### config.mk
export PLATFORM = sky130hd
export DESIGN_NAME = audio_dma_if
export DESIGN_NICKNAME = d
export VERILOG_FILES = /design/src/rtl/audio_dma_pkg.sv /design/src/rtl/audio_dma_div.sv /design/src/rtl/audio_dma_queue.sv /design/src/rtl/audio_dma_if.sv
export SDC_FILE = /design/constraint.sdc
export NUM_CORES = 1
export LEC_CHECK = 0
export BUFFER_PORTS_ARGS = -buffer_cell sky130_fd_sc_hd__buf_2
export CELL_PAD_IN_SITES_DETAIL_PLACEMENT = 0
export CELL_PAD_IN_SITES_GLOBAL_PLACEMENT = 2
export CORE_UTILIZATION = 34
export CTS_BUF_LIST = sky130_fd_sc_hd__clkbuf_8 sky130_fd_sc_hd__clkbuf_16
export CTS_CLUSTER_DIAMETER = 100
export CTS_CLUSTER_SIZE = 20
export DETAILED_ROUTE_END_ITERATION = 8
export PLACE_DENSITY_LB_ADDON = 0.08
export SETUP_SLACK_MARGIN = 0.3
export SLEW_MARGIN = 25
export SYNTH_ARGS = -nofsm -noshare
export SYNTH_HDL_FRONTEND = slang
export SYNTH_HIERARCHICAL = 1
export SYNTH_SLANG_ARGS = --single-unit
### constraint.sdc
create_clock -name clk -period 3.9 [get_ports clk]
set_input_delay 0.78 -clock clk [delete_from_list [all_inputs] [get_ports clk]]
set_output_delay 0.78 -clock clk [all_outputs]
set_load 0.02 [all_outputs]
### src/rtl/audio_dma_pkg.sv
package audio_dma_pkg;

    localparam int REG_W       = 32;
    localparam int IDX_W       = 3;
    localparam int ADDR_W      = 32;
    localparam int LEN_W       = 18;
    localparam int RATE_W      = 14;
    localparam int BDIV_W      = 4;
    localparam int SMP_W       = 16;
    localparam int FRAME_BYTES = 2 * SMP_W / 8;
    localparam int STAT_FULL   = 31;
    localparam int STAT_BUSY   = 30;

    typedef enum logic [IDX_W-1:0] {
        IDX_ADDR = 3'd0,
        IDX_LEN  = 3'd1,
        IDX_CTRL = 3'd2,
        IDX_STAT = 3'd3,
        IDX_RATE = 3'd4,
        IDX_BDIV = 3'd5
    } reg_idx_e;

    typedef struct packed {
        logic [ADDR_W-1:0] addr;
        logic [LEN_W-1:0]  rem;
    } buf_ent_t;

    typedef struct packed {
        logic [SMP_W-1:0] left;
        logic [SMP_W-1:0] right;
    } frame_t;

    function automatic frame_t split_frame(input logic [REG_W-1:0] w);
        frame_t f;
        f.left  = w[REG_W-1:SMP_W];
        f.right = w[SMP_W-1:0];
        return f;
    endfunction

    function automatic logic [LEN_W-1:0] frame_len(input logic [LEN_W-1:0] l);
        return l & ~LEN_W'(FRAME_BYTES - 1);
    endfunction

endpackage

### src/rtl/audio_dma_div.sv
module audio_dma_div #(
    parameter int W = 8
) (
    input  logic         clk,
    input  logic         rst,
    input  logic         run_i,
    input  logic [W-1:0] limit_i,
    output logic         tick_o
);
    logic [W-1:0] cnt;

    assign tick_o = run_i && (cnt == '0);

    always_ff @(posedge clk) begin
        if (rst)                 cnt <= '0;
        else if (!run_i || tick_o) cnt <= limit_i;
        else                     cnt <= cnt - 1'b1;
    end

    // a nonzero divider never gives back-to-back ticks
    p_tick_gap_r6: assert property (@(posedge clk) disable iff (rst)
        (tick_o && limit_i != '0) |=> !tick_o);

endmodule

### src/rtl/audio_dma_queue.sv
module audio_dma_queue
    import audio_dma_pkg::*;
(
    input  logic     clk,
    input  logic     rst,
    input  logic     push_i,
    input  buf_ent_t push_ent_i,
    input  logic     consume_i,
    output buf_ent_t head_o,
    output logic     head_v_o,
    output logic     full_o,
    output logic     takeover_o
);
    localparam logic [LEN_W-1:0]  STEP_L = LEN_W'(FRAME_BYTES);
    localparam logic [ADDR_W-1:0] STEP_A = ADDR_W'(FRAME_BYTES);

    buf_ent_t head_q, nxt_q;
    logic     head_v, nxt_v, push_ok, last;

    assign full_o     = head_v && nxt_v;
    assign push_ok    = push_i && !full_o;
    assign last       = head_q.rem == STEP_L;
    assign takeover_o = consume_i && last && (nxt_v || push_ok);
    assign head_o     = head_q;
    assign head_v_o   = head_v;

    always_ff @(posedge clk) begin
        if (rst) begin
            head_v <= 1'b0;
            nxt_v  <= 1'b0;
            head_q <= '0;
            nxt_q  <= '0;
        end else if (consume_i) begin
            if (last) begin
                if (nxt_v) begin
                    head_q <= nxt_q;
                    nxt_v  <= 1'b0;
                end else if (push_ok) begin
                    head_q <= push_ent_i;
                end else begin
                    head_v <= 1'b0;
                end
            end else begin
                head_q.addr <= head_q.addr + STEP_A;
                head_q.rem  <= head_q.rem - STEP_L;
                if (push_ok) begin
                    nxt_q <= push_ent_i;
                    nxt_v <= 1'b1;
                end
            end
        end else if (push_ok) begin
            if (!head_v) begin
                head_q <= push_ent_i;
                head_v <= 1'b1;
            end else begin
                nxt_q <= push_ent_i;
                nxt_v <= 1'b1;
            end
        end
    end

    // a full queue stays full unless a buffer completes
    p_full_holds_r5: assert property (@(posedge clk) disable iff (rst)
        (full_o && !(consume_i && last)) |=> full_o);
    // an accepted push always leaves a playing buffer
    p_push_lands_r3: assert property (@(posedge clk) disable iff (rst)
        push_ok |=> head_v_o);

endmodule

### src/rtl/audio_dma_if.sv
module audio_dma_if
    import audio_dma_pkg::*;
(
    input  logic              clk,
    input  logic              rst,
    input  logic              reg_we,
    input  logic [IDX_W-1:0]  reg_idx,
    input  logic [REG_W-1:0]  reg_wdata,
    output logic [REG_W-1:0]  reg_rdata,
    output logic              mem_rd,
    output logic [ADDR_W-1:0] mem_addr,
    input  logic              mem_rvalid,
    input  logic [REG_W-1:0]  mem_rdata,
    output logic [SMP_W-1:0]  smp_left,
    output logic [SMP_W-1:0]  smp_right,
    output logic              smp_strobe,
    output logic              bclk,
    output logic              irq
);
    reg_idx_e          idx;
    logic [ADDR_W-1:0] staged_addr;
    logic              en;
    logic [RATE_W-1:0] rate;
    logic [BDIV_W-1:0] bdiv;
    logic              smp_tick, bclk_tick, consume, push, full, head_v, takeover;
    logic [LEN_W-1:0]  wlen;
    buf_ent_t          head, push_ent;
    frame_t            frame;

    assign idx      = reg_idx_e'(reg_idx);
    assign wlen     = frame_len(reg_wdata[LEN_W-1:0]);
    assign push     = reg_we && idx == IDX_LEN && wlen != '0;
    assign push_ent = '{addr: staged_addr, rem: wlen};
    assign consume  = smp_tick && head_v;
    assign mem_rd   = consume;
    assign mem_addr = head.addr;

    audio_dma_div #(.W(RATE_W)) u_rate_div (
        .clk(clk), .rst(rst), .run_i(en), .limit_i(rate), .tick_o(smp_tick));

    audio_dma_div #(.W(BDIV_W)) u_bclk_div (
        .clk(clk), .rst(rst), .run_i(en), .limit_i(bdiv), .tick_o(bclk_tick));

    audio_dma_queue u_queue (
        .clk(clk), .rst(rst), .push_i(push), .push_ent_i(push_ent),
        .consume_i(consume), .head_o(head), .head_v_o(head_v),
        .full_o(full), .takeover_o(takeover));

    always_ff @(posedge clk) begin
        if (rst) begin
            staged_addr <= '0;
            en          <= 1'b0;
            rate        <= '0;
            bdiv        <= '0;
        end else if (reg_we) begin
            case (idx)
                IDX_ADDR: staged_addr <= reg_wdata[ADDR_W-1:0];
                IDX_CTRL: en          <= reg_wdata[0];
                IDX_RATE: rate        <= reg_wdata[RATE_W-1:0];
                IDX_BDIV: bdiv        <= reg_wdata[BDIV_W-1:0];
                default:  ;
            endcase
        end
    end

    always_ff @(posedge clk) begin
        if (rst) begin
            irq        <= 1'b0;
            frame      <= '0;
            smp_strobe <= 1'b0;
            bclk       <= 1'b0;
        end else begin
            if (takeover)                         irq <= 1'b1;
            else if (reg_we && idx == IDX_STAT)   irq <= 1'b0;
            smp_strobe <= mem_rvalid;
            if (mem_rvalid) frame <= split_frame(mem_rdata);
            if (!en)            bclk <= 1'b0;
            else if (bclk_tick) bclk <= ~bclk;
        end
    end

    assign smp_left  = frame.left;
    assign smp_right = frame.right;

    always_comb begin
        reg_rdata = '0;
        case (idx)
            IDX_ADDR: reg_rdata = staged_addr;
            IDX_LEN:  reg_rdata = head_v ? REG_W'(head.rem) : '0;
            IDX_CTRL: reg_rdata = REG_W'(en);
            IDX_STAT: begin
                reg_rdata[STAT_FULL] = full;
                reg_rdata[STAT_BUSY] = head_v;
            end
            IDX_RATE: reg_rdata = REG_W'(rate);
            IDX_BDIV: reg_rdata = REG_W'(bdiv);
            default:  reg_rdata = '0;
        endcase
    end

    // an acknowledge without a takeover clears the request
    p_irq_ack_r9: assert property (@(posedge clk) disable iff (rst)
        (reg_we && idx == IDX_STAT && !takeover) |=> !irq);
    // samples only move on a memory response
    p_smp_hold_r7: assert property (@(posedge clk) disable iff (rst)
        !mem_rvalid |=> $stable({smp_left, smp_right}));
    // the bit clock idles low while playback is off
    p_bclk_idle_r10: assert property (@(posedge clk) disable iff (rst)
        !en |=> !bclk);
    // a read is only issued while a buffer is playing
    p_rd_busy_r6: assert property (@(posedge clk) disable iff (rst)
        mem_rd |-> reg_idx != 3'd3 || reg_rdata[STAT_BUSY]);

endmodule

==> results.sh, run 1 <==
export IMPL_status="complete, no violations"
export IMPL_dp_hpwl_um=24140
export IMPL_htreeDepth=1
export IMPL_cts_resized=0
export IMPL_post_cts_buffers=0
export IMPL_core_area_sq_um=28940
export IMPL_p_seq_share_pct=52.2
export IMPL_first_iter_violations=608
export IMPL_fin_setup_tns_ns=0
export IMPL_p_int_mw=3.082
export IMPL_powerDensity_nw_per_um2=360.0
export IMPL_first_global_vias=9011
export IMPL_synth_main_ff_cell="dfxtp_1"
export IMPL_gp_congestion=0.8341
export IMPL_io_pins=171
export IMPL_switching_share_pct=27.13
export IMPL_yosys_top_cells_count="206 x dfxtp_1, 137 x nor2_1, 124 x nand2_1"
export IMPL_antenna_found_initial=1
export IMPL_avgRoutedWirePerCell_um=20.57
export IMPL_drv_slew=0
export IMPL_synth_top_family_by_area="simple AND/OR/NAND/NOR gates"
export IMPL_drive_gt1_share_pct=21.61
export IMPL_ys_types=75
export IMPL_ys_warn_count=6
export IMPL_chipHeight_um=174.2
export IMPL_root_buffer="clkbuf_16"
export IMPL_syn_area_sq_um=10080
export IMPL_rsz0062_at_grt="false"
export IMPL_p_leak_nw=4.526
export IMPL_cts_tree="built"
export IMPL_netlist_top_cells_area="dfxtp_1 41%, mux2i_1 9.0%, a21oi_1 5.4%"
export IMPL_synthMuxAreaShare_pct=9.032
export IMPL_synth_async_sr_flop_share_pct=0
export IMPL_crit_type="register to output pin"
export IMPL_cts_inserted_buffers=14
export IMPL_synthAdderAreaFrac_pct=0.6203
export IMPL_hold_buffers=0
export IMPL_cap_violations=0
export IMPL_grt_overflow_total=0
export IMPL_postRouteAntennaNets=0
export IMPL_std_cell_rows=62
export IMPL_grt_pass1_wl_um=54620
export IMPL_grt_start_max_net_pins=58
export IMPL_port_buffers=170
export IMPL_drc_errors=0
export IMPL_synthXorXnorAreaFrac_pct=1.563
export IMPL_track_usage_pct=22.80
export IMPL_final_core_util_pct=40.60
export IMPL_nNetsFinal=1392
export IMPL_period_minus_slack_ns=3.295
export IMPL_cts_sinks=206
export IMPL_clock_fmax_mhz=303.4
export IMPL_hold_violations=0
export IMPL_wl_um=35040
export IMPL_yosysMostFrequentCell="dfxtp_1"
export IMPL_synth_simple_gate_area_share_pct=21.54
export IMPL_hp_class="register to register"
export IMPL_synth_seq_area_share_pct=40.89
export IMPL_synth_top_area_share_pct=40.89
export IMPL_hold_ws_ns=0.4809
export IMPL_skew_ns=0.02591
export IMPL_synth_compound_area_share_pct=20.50
export IMPL_clkTransAtPathRegs_ns=0.09
export IMPL_ys_ff_latch=206
export IMPL_die_x_um=174.2
export IMPL_start_util_pct=34.85
export IMPL_worstMarginPinSlew_ns=0.9401
export IMPL_clk_path_buf_depth=3
export IMPL_required_ns=3.12
export IMPL_slew_headroom_pct=37.32
export IMPL_clkPwrFrac_pct=36.4
export IMPL_die_area_sq_um=30350
export IMPL_routed_via_density=5.487
export IMPL_crit_fanout=9
export IMPL_start_kind="register"
export IMPL_peakVddDrop_mv=0.2677
export IMPL_critPathArrivalTime_ns=2.52
export IMPL_synth_area_leader_cell="dfxtp_1"
export IMPL_endpoint_kind="output pin"
export IMPL_synth_area_per_cell_sq_um=8.568
export IMPL_synth_edf_count=0
export IMPL_final_setup_viol_count=0
export IMPL_firstDrtPassIters=6
export IMPL_insertedDiodeCount=0
export IMPL_power_frac_comb_pct=11.4
export IMPL_syn_to_final_growth_pct=16.48
export IMPL_worstSkewPairLatency_ns=0.50
export IMPL_period_share_pct=84.50
export IMPL_synthCells=1177
export IMPL_via_count=9345
export IMPL_p_sw_mw=1.147
## critical path, cell delays in order, from the launching register on
cell	delay, ns
dfxtp_1	0.33
inv_1	0.08
ha_1	0.19
nor3b_1	0.27
nand2_1	0.13
nor4_1	0.28
and2_1	0.47
buf_2	0.27
## state kept, by name (all words and copies together) (netlist names)
| name | flops |
|---|---|
| bclk | 1 |
| bdiv | 4 |
| en | 1 |
| irq | 1 |
| rate | 14 |
| smp_left | 16 |
| smp_right | 16 |
| smp_strobe | 1 |
| staged_addr | 32 |
| u_bclk_div/cnt | 4 |
| u_queue/head_o | 50 |
| u_queue/head_v_o | 1 |
| u_queue/nxt_q | 50 |
| u_queue/nxt_v | 1 |
| u_rate_div/cnt | 14 |
## metal layers
metal / vias to the layer above / wire length [um] / part of all wire, % / GRT usage, %
li1: 4541 / - / - / -
met1: 4521 / 16520 / 47 / 31.92
met2: 245 / 16190 / 46 / 36.94
met3: 36 / 1727 / 4.9 / 3.346
met4: 2 / 583 / 1.7 / 4.898
met5: - / 10 / 0.029 / 0
## cells by family after synthesis
| kind of cell | count (synthesis) |
|---|---|
| buffers and inverters | 121 |
| AND/OR/NAND/NOR | 431 |
| other | 1 |
| adder cells (fa/ha/maj) | 5 |
| flip-flops | 206 |
| XOR/XNOR | 18 |
| AO/OA/AOI/OAI | 304 |
| multiplexers | 91 |
## power groups by stage
stage	sequential, mW	clock (mW)	combinational [mW]
floorplan	2.28	0	0.281
global placement	2.26	0	0.482
detailed placement	2.26	0	0.482
CTS	2.21	1.60	0.484
global route	2.22	1.66	0.526
finish	2.21	1.54	0.482
## stage by stage
stage / power, mW / cell area, sq um / instances / setup WS, ns
global placement: 2.740 / 11320 / 1684 / 0.7130
global route: 4.408 / 11750 / 1703 / 0.4176
CTS: 4.289 / 11750 / 1703 / 0.5980
finish: 4.229 / 11750 / 1703 / 0.6045
floorplan: 2.558 / 10100 / 1180 / 0.8968
detailed placement: 2.739 / 11320 / 1684 / 0.6726
## cell usage in the layout, fill, tap and decap left out, types with 13 or more instances in the layout
cell type | synthesis | layout
nand2_1 | 124 | 124
dfxtp_1 | 206 | 206
nor3_1 | 19 | 19
nand4_1 | 13 | 13
buf_4 | 2 | 37
nor2_1 | 137 | 137
nand3_1 | 20 | 20
buf_2 | 28 | 169
a21oi_1 | 108 | 107
a211oi_1 | 26 | 25
mux2i_1 | 91 | 91
and2_1 | 17 | 17
nor4_1 | 16 | 16
o21ai_0 | 43 | 43
a221oi_1 | 20 | 20
clkbuf_16 | 0 | 15
inv_1 | 33 | 33
## final timing paths
check / startpoint / end / slack, ns / cells past startpoint
worst min register to register: rate[9] / rate[9] / 0.48 / 2
worst max-delay path: u_rate_div/cnt[0] / mem_rd / 0.60 / 7
worst min-delay path: rate[9] / rate[9] / 0.48 / 2
worst max register to register: u_rate_div/cnt[0] / u_queue/nxt_q[37] / 0.73 / 11
## cell type report
| type | count | area, sq um |
|---|---|---|
| fillers | 3031 | 17190 |
| clock inverters | 1 | 8.758 |
| flip-flops and latches | 206 | 4124 |
| multi-input cells | 853 | 5438 |
| well taps | 384 | 480.5 |
| inverters | 33 | 123.9 |
| repair buffers | 208 | 1155 |
| clock buffers | 18 | 416.7 |
Power figures use the tool's default switching activity.
==> run 2, diff against run 1 <==
CORE_UTILIZATION = 31   (was 34)
clock period = 3 ns   (was 3.9 ns; I/O delays follow)
==> results.sh, run 2 (same netlist as run 1, synthesis figures left out) <==
export IMPL_status="complete, no violations"
export IMPL_final_setup_viol_count=0
export IMPL_seq_area_sq_um=4129
export IMPL_hold_ws_ns=0.3384
export IMPL_cpPeakStageDelay_ns=0.34
export IMPL_first_global_vias=9406
export IMPL_core_area_sq_um=31800
export IMPL_dr_wl_met3_um=1983
export IMPL_cp_top_family="simple AND/OR/NAND/NOR gates"
export IMPL_clk_path_buf_depth=3
export IMPL_chipHeight_um=182.4
export IMPL_grt_start_max_net_pins=54
export IMPL_nNetsFinal=1455
export IMPL_p_leak_nw=4.953
export IMPL_wl_met2_um=17340
export IMPL_postRouteAntennaNets=0
export IMPL_met1Wirelength_um=17710
export IMPL_cts_inserted_buffers=14
export IMPL_drc_errors=0
export IMPL_stdcell_count=1817
export IMPL_first_iter_violations=773
export IMPL_cts_sinks=206
export IMPL_total_power_mw=5.568
export IMPL_worstMarginPinSlew_ns=0.9573
export IMPL_start_util_pct=31.71
export IMPL_clkTransAtPathRegs_ns=0.09
export IMPL_skew_ns=0.01812
export IMPL_drv_slew=0
export IMPL_required_ns=2.40
export IMPL_critPathSlowestCell="dfxtp_2"
export IMPL_root_buffer="clkbuf_16"
export IMPL_powerDensity_nw_per_um2=440.1
export IMPL_peakVddDrop_mv=0.3605
export IMPL_placed_area_sq_um=11750
export IMPL_htreeDepth=1
export IMPL_syn_to_final_growth_pct=25.47
export IMPL_final_common_cell="dfxtp_1"
export IMPL_via_count=9635
export IMPL_die_area_sq_um=33260
export IMPL_rrSetupSlack_ns=0.32
export IMPL_period_minus_slack_ns=2.706
export IMPL_top_layer="met4"
export IMPL_rsz0062_at_grt="true"
export IMPL_finalInstanceArea_sq_um=12650
export IMPL_std_cell_rows=65
export IMPL_multiInputGateArea_sq_um=5589
export IMPL_io_pins=171
export IMPL_dp_cells=1771
export IMPL_period_share_pct=90.21
export IMPL_hold_violations=0
export IMPL_endpoint_kind="output pin"
export IMPL_port_buffers=170
export IMPL_avgRoutedWirePerCell_um=20.84
export IMPL_track_usage_pct=21.98
export IMPL_start_kind="register"
export IMPL_hp_class="input port to register"
export IMPL_grt_overflow_total=0
export IMPL_worstSkewPairLatency_ns=0.49
export IMPL_antenna_found_initial=2
export IMPL_grt_pass1_wl_um=56810
export IMPL_critPathArrivalTime_ns=2.11
export IMPL_die_x_um=182.4
export IMPL_cp_num_buf_inv=3
export IMPL_cap_violations=0
export IMPL_crit_fanout=5
export IMPL_cts_tree="built"
export IMPL_fillers=3346
export IMPL_slew_headroom_pct=36.18
export IMPL_firstDrtPassIters=6
export IMPL_routed_via_density=5.303
export IMPL_crit_path_cell_trace="inv_2 > ha_4 > nor3b_4 > nand2_2 > nor4_4 > and2_4 > buf_12 > buf_8"
export IMPL_wl_um=37860
export IMPL_clock_fmax_mhz=369.5
export IMPL_crit_type="register to output pin"
export IMPL_layout_common_cells="202 x dfxtp_1, 167 x buf_2, 136 x nor2_1, 122 x nand2_1, 107 x a21oi_1"
export IMPL_gp_congestion=0.8330
export IMPL_dp_hpwl_um=25750
export IMPL_drive_gt1_share_pct=27.17
-- run 2: changes by cell type in the layout (fill, tap and decap cells not counted), sizes merged --
cell	change
bufbuf	+1
buf	+59
inv	-1
clkinvlp	+1
bufinv	+1
diode	+2
-- run 2: routing by layer --
metal,track usage (%),up-vias
met3,3.832,49
met2,35.68,241
met4,5.748,0
li1,-,4653
met5,0,-
met1,29.97,4692
-- run 2: worst paths after layout --
kind	cells past startpoint	endpoint	from
worst max-delay path	8	mem_rd	u_rate_div/cnt[0]
worst min-delay path	3	staged_addr[27]	reg_wdata[27]
worst max register to register	13	u_queue/head_o[42]	u_rate_div/cnt[0]
worst min register to register	2	rate[10]	rate[10]
-- run 2: final cells by class --
cell class,count,area share [%]
Antenna cell,2,0.03955
Clock buffer,15,2.966
Clock inverter,2,0.3263
Inverter,33,1.009
Multi-Input combinational cell,853,44.17
Sequential cell,206,32.63
Tap cell,435,4.301
Timing Repair Buffer,271,14.56
-- run 2: repair_timing --
item / CTS / global route
gates cloned: 1 / 3
pin swaps: 4 / 11
buffers inserted: 10 / 13
setup endpoints to repair: 93 / 84
resized for setup: 16 / 34
hold buffers: 0 / 0
endpoints found under the hold margin: 0 / 0
-- run 2: worst register-to-register path: stages, from the launching register on --
cell and delay, ns:
dfxtp_2 0.34, inv_2 0.07, ha_4 0.13, nor3b_4 0.22, nand2_2 0.11, nor4_4 0.28, and2_4 0.25, buf_12 0.13
buf_6 0.12, o21ai_4 0.07, buf_12 0.14, or4_4 0.54, o221ai_2 0.08, a211oi_2 0.09
-- run 2: power breakdown --
group	internal, mW	switching, mW	leakage [nW]	total (mW)
Sequential	2.80	0.0668	1.67	2.87
Combinational	0.274	0.428	3.08	0.702
Clock	0.991	1.01	0.205	2.00
Total	4.06	1.50	4.95	5.57
-- run 2: metrics by stage --
stage	TNS [ns]	utilization [%]	setup slack, ns
final	0	39.79	0.2938
after global routing	0	39.78	0.1779
after CTS	0	38.86	0.2653
after detailed placement	-0.007165	36.95	-0.005990
after global placement	0	36.95	0.01248
after floorplan	0	-	0.3733
==> run 3, diff against run 2 <==
PLACE_DENSITY = 0.85   (was unset)
PLACE_DENSITY_LB_ADDON = unset   (was 0.08)
SKIP_LAST_GASP = 1   (was unset)
==> results.sh, run 3 (same netlist as run 1, synthesis figures left out) <==
export IMPL_required_ns=2.40
export IMPL_finalInstanceArea_sq_um=12450
export IMPL_drv_slew=0
export IMPL_period_minus_slack_ns=2.679
export IMPL_endpoint_kind="output pin"
export IMPL_insertedDiodeCount=0
export IMPL_slew_headroom_pct=38.00
export IMPL_use_met2_pct=33.07
export IMPL_drc_errors=0
export IMPL_crit_fanout=4
export IMPL_final_setup_viol_count=0
export IMPL_setup_ws_ns=0.3209
export IMPL_worstMarginPinSlew_ns=0.9299
export IMPL_use_met3_pct=3.073
export IMPL_syn_to_final_growth_pct=23.46
export IMPL_p_leak_nw=4.867
export IMPL_powerDensity_nw_per_um2=437.4
export IMPL_io_pins=171
export IMPL_grt_pass1_wl_um=54610
export IMPL_start_kind="register"
export IMPL_layout_common_cells="201 x dfxtp_1, 166 x buf_2, 137 x nor2_1, 123 x nand2_1, 106 x a21oi_1"
export IMPL_hold_ws_ns=0.3418
export IMPL_crit_type="register to output pin"
export IMPL_wl_um=35550
export IMPL_nNetsFinal=1445
export IMPL_hp_class="input port to register"
export IMPL_first_global_vias=9224
export IMPL_clock_fmax_mhz=373.3
export IMPL_via_count=9816
export IMPL_grtUsageMet1_pct=29.51
export IMPL_cts_sinks=206
export IMPL_drive_gt1_share_pct=25.84
export IMPL_port_buffers=170
export IMPL_period_share_pct=89.30
export IMPL_status="complete, no violations"
export IMPL_skew_ns=0.02540
export IMPL_placed_area_sq_um=11750
export IMPL_antenna_found_initial=1
export IMPL_fillers=3270
export IMPL_hold_buffers=0
export IMPL_chipHeight_um=182.4
export IMPL_hold_violations=0
export IMPL_dp_slack_ns=0.04161
export IMPL_die_area_sq_um=33260
export IMPL_clkTransAtPathRegs_ns=0.08
export IMPL_die_x_um=182.4
export IMPL_routed_via_density=5.438
export IMPL_worstSkewPairLatency_ns=0.49
export IMPL_start_util_pct=31.71
export IMPL_gp_congestion=0.8483
export IMPL_cap_violations=0
export IMPL_std_cell_rows=65
export IMPL_top_usage_layer="met2"
export IMPL_core_area_sq_um=31800
export IMPL_htreeDepth=1
export IMPL_grt_start_max_net_pins=59
export IMPL_critPathArrivalTime_ns=2.08
export IMPL_rsz0062_at_grt="true"
export IMPL_final_common_cell="dfxtp_1"
export IMPL_postRouteAntennaNets=0
export IMPL_dp_hpwl_um=25140
export IMPL_cts_tree="built"
export IMPL_cts_inserted_buffers=14
export IMPL_firstDrtPassIters=5
export IMPL_avgRoutedWirePerCell_um=19.69
export IMPL_clk_path_buf_depth=3
export IMPL_root_buffer="clkbuf_16"
export IMPL_fin_setup_tns_ns=0
export IMPL_track_usage_pct=20.80
export IMPL_first_iter_violations=863
export IMPL_grt_overflow_total=0
export IMPL_peakVddDrop_mv=0.2376
## run 3: cell count changes in the layout (fill, tap and decap cells not counted), moves of 2 or more
cell / before / now
a211oi_1: 23 / 25
a211oi_2: 4 / 2
a221oi_1: 16 / 19
a221oi_2: 4 / 1
buf_4: 81 / 73
diode_2: 2 / 0
inv_6: 0 / 2
o221ai_1: 8 / 10
o221ai_2: 2 / 0
or4_1: 5 / 7
or4_4: 8 / 6
## run 3: what timing repair did
item	in CTS	in global routing
buffers inserted	6	5
resized for setup	15	28
cloned	1	1
setup endpoints to repair	71	95
pin swaps	2	7
## run 3: layout make-up
cell class,instances,area (sq um),share of cell area (%)
Multi-Input combinational cell,853,5517,44.31
Sequential cell,206,4133,33.19
Timing Repair Buffer,261,1740,13.98
Tap cell,435,544.3,4.371
Clock buffer,15,375.4,3.015
Inverter,33,123.9,0.9949
Clock inverter,2,17.52,0.1407
## run 3: critical path: stages, from the launching register on
cell and delay [ns]:
dfxtp_2 0.34, inv_2 0.07, ha_4 0.13, nor3b_4 0.21, nand2_2 0.09, nor4_2 0.21, buf_4 0.15, and2_4 0.18
buf_12 0.12, buf_8 0.10
## run 3: power by group
| group | switching [mW] | total, mW | leakage (nW) | internal (mW) |
|---|---|---|---|---|
| logic | 0.418 | 0.680 | 3.00 | 0.262 |
| clock network | 0.994 | 1.90 | 0.194 | 0.906 |
| registers | 0.0673 | 2.87 | 1.67 | 2.80 |
| total | 1.48 | 5.45 | 4.87 | 3.97 |
## run 3: path summary, 6_finish.rpt
path | from | end | slack [ns] | depth (start not counted)
worst min register to register | rate[11] | rate[11] | 0.48 | 2
worst max-delay path | u_rate_div/cnt[1] | mem_rd | 0.32 | 9
worst min-delay path | mem_rdata[11] | smp_right[11] | 0.34 | 3
worst max register to register | u_rate_div/cnt[1] | u_queue/head_o[8] | 0.36 | 14
## run 3: per-stage QoR
step | total power, mW | std cells | util, %
2_1_floorplan | 3.327 | 1180 | -
3_3_place_gp | 3.580 | 1775 | 36.94
3_5_place_dp | 3.583 | 1775 | 36.94
4_1_cts | 5.494 | 1799 | 38.58
5_1_grt | 5.668 | 1805 | 39.15
6_report | 5.446 | 1805 | 39.15
## run 3: layer usage
layer	share of wire [%]	vias up
met5	0.045	-
li1	-	4642
met2	45	395
met1	46	4726
met4	1.7	2
met3	7.0	51
